$ cat src/rtl/pswallow_pkg.sv
package pswallow_pkg;

  typedef enum logic {
    SEL_DIV_LO = 1'b0,
    SEL_DIV_HI = 1'b1
  } mod_sel_e;

  // A pair is usable when the swallow part fits inside the period and the
  // period is at least two clocks long.
  function automatic logic pair_ok(input int unsigned a, input int unsigned n);
    return (n >= a) && (n >= 32'd2);
  endfunction

  // Input-side length of one period for a prescaler pair lo / lo+1.
  function automatic int unsigned period_weight(input int unsigned a,
                                                input int unsigned n,
                                                input int unsigned lo);
    return a * (lo + 32'd1) + (n - a) * lo;
  endfunction

endpackage

$ cat src/rtl/pswallow_shadow.sv
module pswallow_shadow
  import pswallow_pkg::*;
#(
  parameter int unsigned A_W = 6,
  parameter int unsigned N_W = 12
) (
  input  logic           clk,
  input  logic           rst_n,
  input  logic           xfer,
  input  logic [A_W-1:0] hold_a,
  input  logic [N_W-1:0] hold_n,
  input  logic           reload,
  output logic [A_W-1:0] act_a,
  output logic [N_W-1:0] act_n,
  output logic           pend,
  output logic           apply,
  output logic           cfg_err
);

  localparam logic [N_W-1:0] N_RST = {N_W{1'b1}};
  localparam logic [A_W-1:0] A_RST = '0;

  logic [A_W-1:0] shd_a;
  logic [N_W-1:0] shd_n;
  logic           accept;
  logic           refuse;

  assign accept = xfer && pair_ok(32'(hold_a), 32'(hold_n));
  assign refuse = xfer && !accept;
  // Never move the pair while the counters are taking their reload.
  assign apply  = pend && !reload;

  always_ff @(posedge clk or negedge rst_n) begin
    if (!rst_n) begin
      shd_a <= A_RST;
      shd_n <= N_RST;
    end else if (accept) begin
      shd_a <= hold_a;
      shd_n <= hold_n;
    end
  end

  always_ff @(posedge clk or negedge rst_n) begin
    if (!rst_n) begin
      pend <= 1'b0;
    end else if (accept) begin
      pend <= 1'b1;
    end else if (apply) begin
      pend <= 1'b0;
    end
  end

  always_ff @(posedge clk or negedge rst_n) begin
    if (!rst_n) begin
      act_a <= A_RST;
      act_n <= N_RST;
    end else if (apply) begin
      act_a <= shd_a;
      act_n <= shd_n;
    end
  end

  always_ff @(posedge clk or negedge rst_n) begin
    if (!rst_n) begin
      cfg_err <= 1'b0;
    end else if (refuse) begin
      cfg_err <= 1'b1;
    end
  end

endmodule

$ cat src/rtl/pswallow_counters.sv
module pswallow_counters
  import pswallow_pkg::*;
#(
  parameter int unsigned A_W = 6,
  parameter int unsigned N_W = 12
) (
  input  logic           clk,
  input  logic           rst_n,
  input  logic [A_W-1:0] act_a,
  input  logic [N_W-1:0] act_n,
  output logic           reload,
  output logic           mod_sel,
  output logic           div_pulse
);

  localparam logic [N_W-1:0] N_START = {N_W{1'b1}} - N_W'(1);

  logic [N_W-1:0] n_cnt;
  logic [A_W-1:0] a_cnt;
  logic           swallow_on;
  mod_sel_e       sel;

  assign reload     = (n_cnt == '0);
  assign swallow_on = (a_cnt != '0);
  assign sel        = swallow_on ? SEL_DIV_HI : SEL_DIV_LO;
  assign mod_sel    = (sel == SEL_DIV_HI);
  assign div_pulse  = reload;

  // Main counter: N-1 down to 0, with 0 marking the last clock of the period.
  always_ff @(posedge clk or negedge rst_n) begin
    if (!rst_n) begin
      n_cnt <= N_START;
    end else if (reload) begin
      n_cnt <= act_n - N_W'(1);
    end else begin
      n_cnt <= n_cnt - N_W'(1);
    end
  end

  // Swallow counter: loads with the main counter, runs down to 0 and waits.
  always_ff @(posedge clk or negedge rst_n) begin
    if (!rst_n) begin
      a_cnt <= '0;
    end else if (reload) begin
      a_cnt <= act_a;
    end else if (swallow_on) begin
      a_cnt <= a_cnt - A_W'(1);
    end
  end

endmodule

$ cat src/rtl/pswallow_ctrl.sv
module pswallow_ctrl
  import pswallow_pkg::*;
#(
  parameter int unsigned A_W = 6,
  parameter int unsigned N_W = 12
) (
  input  logic           clk,
  input  logic           rst_n,
  input  logic           xfer,
  input  logic [A_W-1:0] hold_a,
  input  logic [N_W-1:0] hold_n,
  output logic           mod_sel,
  output logic           div_pulse,
  output logic           cfg_err
);

  logic [A_W-1:0] act_a;
  logic [N_W-1:0] act_n;
  logic           reload;
  logic           pend;
  logic           apply;

  pswallow_shadow #(.A_W(A_W), .N_W(N_W)) u_shadow (
    .clk     (clk),
    .rst_n   (rst_n),
    .xfer    (xfer),
    .hold_a  (hold_a),
    .hold_n  (hold_n),
    .reload  (reload),
    .act_a   (act_a),
    .act_n   (act_n),
    .pend    (pend),
    .apply   (apply),
    .cfg_err (cfg_err)
  );

  pswallow_counters #(.A_W(A_W), .N_W(N_W)) u_count (
    .clk       (clk),
    .rst_n     (rst_n),
    .act_a     (act_a),
    .act_n     (act_n),
    .reload    (reload),
    .mod_sel   (mod_sel),
    .div_pulse (div_pulse)
  );

endmodule

$ cat config.mk
export PLATFORM = sky130hd
export DESIGN_NAME = pswallow_ctrl
export DESIGN_NICKNAME = d
export VERILOG_FILES = /design/src/rtl/pswallow_pkg.sv /design/src/rtl/pswallow_shadow.sv /design/src/rtl/pswallow_counters.sv /design/src/rtl/pswallow_ctrl.sv
export SDC_FILE = /design/constraint.sdc
export NUM_CORES = 1
export LEC_CHECK = 0
export BUFFER_PORTS_ARGS = -buffer_cell sky130_fd_sc_hd__clkbuf_2
export CORE_MARGIN = 5
export CORE_UTILIZATION = 45
export CTS_CLUSTER_SIZE = 10
export DETAILED_ROUTE_END_ITERATION = 10
export SYNTH_ARGS = -nofsm -noshare
export SYNTH_HDL_FRONTEND = slang
export SYNTH_SLANG_ARGS = --single-unit
$ cat constraint.sdc
create_clock -name clk -period 3.3 [get_ports clk]
set_input_delay 0.99 -clock clk [delete_from_list [all_inputs] [get_ports clk]]
set_output_delay 0.99 -clock clk [all_outputs]
set_load 0.05 [all_outputs]
==> metrics.md <==
| Metric | Value |
|---|---|
| Max frequency | around 0.32 GHz |
| Dominant cells by area after synthesis | dfstp_2 (29%), dfrtp_1 (17%), mux2_2 (6.4%), o21ai_0 (4.3%), nand2_1 (3.9%) |
| DR top layer | met4 |
| Num ports | 24 |
| Area delta synth->final | 9.58% |
| Post-route minimum period | ~3.1 ns |
| Sequential area share after synthesis | 45.9% |
| Overall power | 1.43 mW |
| Synth cell types | 53 |
| Worst Setup End Kind | output pin |
| Setup Skew | ~0.0043 ns |
| Met2 Routed Length | slightly below 3 mm |
| Die footprint | about 9000 µm² |
| Clock transition at path regs | 0.10 ns |
| 1st-iter DRT viols | 82 |
| CTS Buf Count | 5 |
| Worst path required time | 2.31 ns |
| Worst IR Drop VDD | between 0.15 and 0.2 mV |
| Post-route setup slack | 0.200 ns |
| Worst min-delay path startpoint | u_shadow.shd_n[11]$_DFFE_PN1P_ |
| Number of antenna diodes | 0 |
| CTS tree | built |
| Lkg Pwr | around 1.4 nW |
| GRT Overall Usage | around 16% |
| Post-synth ARST share | 100% |
| Antenna violations before repair | 0 |
| HP Class | reg -> reg |
| Synth Cell Area | 3150 µm² |
| EDFF count, synth | 0 |
| Worst Setup SP | u_count.n_cnt[0]$_DFF_PN0_ |
| CTS Buffer Depth | 2 |
| FF-to-FF Start | u_count.n_cnt[6]$_DFF_PN1_ |
| Arrival @ worst endpoint | 2.11 ns |
| Htree depth | 2 |
| Routed WL | between 6 and 7 mm |
| First-pass GRT wire length | approximately 11 mm |
| DR vias | around 2400 |
| Post-CTS Setup Bufs | 0 |
| Slowest CP cell | and2_1 |
| Share of cells above drive strength 1 | 32.9% |
| DR vias/cell | 5.52 |
| CP Launch Type | flip-flop |
| Vias in the first global route | approximately 2300 |
| Crit share post-route | 93.9% |
| Skew-Pair Late Insertion Delay | a little over 0.3 ns |
| Post_cts resized | 0 |
| Syn_area_per_cell | 10.2 µm² |
| Max Cap Viol | 0 |
| Gpl congestion | approximately 0.85 |
| Crit path max fanout | 18 |
| Worst slack, placed | approximately 0.53 ns |
| Hold buffers post-CTS | 0 |
| Final setup fails | 0 |
| Slew margin rel. | between 40 and 50% |
| Synthesized flop and latch total | 56 |
| GRT overflow | 0 |
| Clock sink count | 56 |
| P per Cell Area | around 410 nW/µm² |
| DIE WIDTH | between 90 and 100 µm |
| CP max stage delay | ~0.44 ns |
| Cell Rows | 30 |
| Final slew viol count | 0 |
| YS warnings | 0 |
| Die span in y | around 94 µm |
| ANT nets after route | 0 |
| Slew @ Worst Pin | approximately 0.86 ns |
| Hpwl dp | about 4.7 mm |
| TNS Setup | 0 ns |
| Largest net degree at the start of global routing | 39 |
| First-pass detailed-route iteration total | 5 |
| Filler cells | ~640 |
| Area fraction of the dominant cell type after synthesis | between 20 and 30% |
| Avg WL per Cell | 14.9 µm |
| Critical path cell sequence | nor4_2 > and2_1 > nand2_4 > clkinv_8 > clkbuf_2 |
| Yosys top cell by area | dfstp_2 |
| RSZ-0062 raised after global routing | no |
| Crit Path Category | reg -> out |
| Outcome | complete, no violations |
| Synth Flop Type | dfstp_2 |
| Met3 routed WL | roughly 250 µm |
| Core Box Area | 6790 µm² |
| DRC viols | 0 |
| Syn Nets | 337 |
| Met1 WL | 3.11 mm |
| Post-Syn Instances | 308 |
| Clock tree root driver cell | clkbuf_8 |
| Final hold violations | 0 |
| Starting Density | 46.3% |
| # nets final | between 300 and 400 |
| Buffers on Ports | 23 |
==> power by group <==
| part | internal, mW | total, mW | switching (mW) |
|---|---|---|---|
| logic | 0.0880 | 0.194 | 0.106 |
| registers | 0.787 | 0.855 | 0.0679 |
| clock network | 0.151 | 0.377 | 0.226 |
| total | 1.03 | 1.43 | 0.400 |
==> registers in the layout, summed over array words and instances, names as in the netlist <==
register and cells:
u_count.a_cnt 6, u_count.n_cnt 12, u_shadow.act_a 6, u_shadow.act_n 12, u_shadow.cfg_err 1, u_shadow.pend 1
u_shadow.shd_a 6, u_shadow.shd_n 12
==> critical path: cells and delay by family (launching register included) <==
| kind | cells | cell delay [ns] |
|---|---|---|
| AND/OR/NAND/NOR | 3 | 0.96 |
| flip-flops | 1 | 0.42 |
| buffers and inverters | 2 | 0.41 |
==> cell type report <==
cell class,count,area [µm²],area share [%]
Clock buffer,5,68.8,1.99
Timing Repair Buffer,30,168,4.86
Sequential cell,56,1450,41.9
Multi-Input combinational cell,222,1560,45.1
Tap cell,96,120,3.48
Clock inverter,3,22.5,0.653
Inverter,15,68.8,1.99
==> metal layers <==
metal	global-route usage, %	up-vias
met1	22.0	1117
li1	-	1189
met4	3.97	0
met5	0	-
met3	3.14	4
met2	25.4	49
==> kinds of logic (layout without fill, tap and decap cells) <==
logic type,after synthesis,after routing,synth area share (%)
AO/OA/AOI/OAI,95,95,19.9
AND/OR/NAND/NOR,86,86,15.2
flip-flops,56,56,45.9
buffers and inverters,30,53,4.85
multiplexers,25,25,8.70
adder cells (fa/ha/maj),8,8,3.18
XOR/XNOR,8,8,2.23
==> cell usage in the layout (no fill, tap or decap), types with 2 or more instances in the layout <==
| cell type | count |
|---|---|
| nand3_1 | 8 |
| nand2b_1 | 2 |
| nor4_4 | 2 |
| a21oi_1 | 18 |
| o21ai_0 | 27 |
| o21ai_1 | 2 |
| o311ai_0 | 8 |
| ha_1 | 8 |
| nor2_1 | 14 |
| nand2_4 | 2 |
| nand2_1 | 33 |
| buf_4 | 7 |
| inv_1 | 14 |
| a31oi_1 | 15 |
| xnor2_1 | 6 |
| mux2i_1 | 6 |
| dfstp_2 | 35 |
| nor3_1 | 4 |
| mux2_2 | 18 |
| dfrtp_1 | 21 |
| xor2_1 | 2 |
| o22ai_1 | 3 |
| nor4_2 | 4 |
| o2bb2ai_1 | 7 |
| clkbuf_2 | 23 |
| clkbuf_8 | 5 |
| o21a_1 | 2 |
| or3_1 | 2 |
| o211ai_1 | 3 |
| nor4_1 | 5 |
==> synth_stat cells (2+ instances only) <==
| cell | instances |
|---|---|
| dfstp_2 | 35 |
| nand2_1 | 33 |
| o21ai_0 | 27 |
| dfrtp_1 | 21 |
| a21oi_1 | 18 |
| mux2_2 | 18 |
| a31oi_1 | 15 |
| inv_1 | 14 |
| nor2_1 | 14 |
| clkbuf_1 | 10 |
| ha_1 | 8 |
| nand3_1 | 8 |
| o311ai_0 | 8 |
| o2bb2ai_1 | 7 |
| mux2i_1 | 6 |
| nor4_1 | 6 |
| xnor2_1 | 6 |
| nor3_1 | 4 |
| buf_6 | 3 |
| nor4_2 | 3 |
| o211ai_1 | 3 |
| o22ai_1 | 3 |
| nand2_4 | 2 |
| nand2b_1 | 2 |
| nor4_4 | 2 |
| o21a_1 | 2 |
| o21ai_1 | 2 |
| or3_1 | 2 |
| xor2_1 | 2 |
==> metrics by stage <==
stage	cells	util [%]	hold slack, ns	instance area, µm²
global placement	419	49.4	0.461	3360
global route	427	50.8	0.505	3450
CTS	427	50.8	0.486	3450
detailed placement	419	49.4	0.469	3360
floorplan	308	-	0.444	3150
finish	427	50.8	0.485	3450
==> path summary, 6_finish.rpt <==
kind | depth (start not counted) | end | slack [ns]
max in group asynchronous | 2 | u_shadow.act_n[2]$_DFFE_PN1P_ | 1.76
min | 2 | u_shadow.shd_n[11]$_DFFE_PN1P_ | 0.49
max reg2reg | 10 | u_count.n_cnt[10]$_DFF_PN1_ | 0.53
max | 5 | div_pulse | 0.20
min in group asynchronous | 1 | u_shadow.shd_a[1]$_DFFE_PN0P_ | 0.78
min reg2reg | 2 | u_shadow.shd_n[11]$_DFFE_PN1P_ | 0.49
Note: power is estimated with default switching activity, not from simulation.
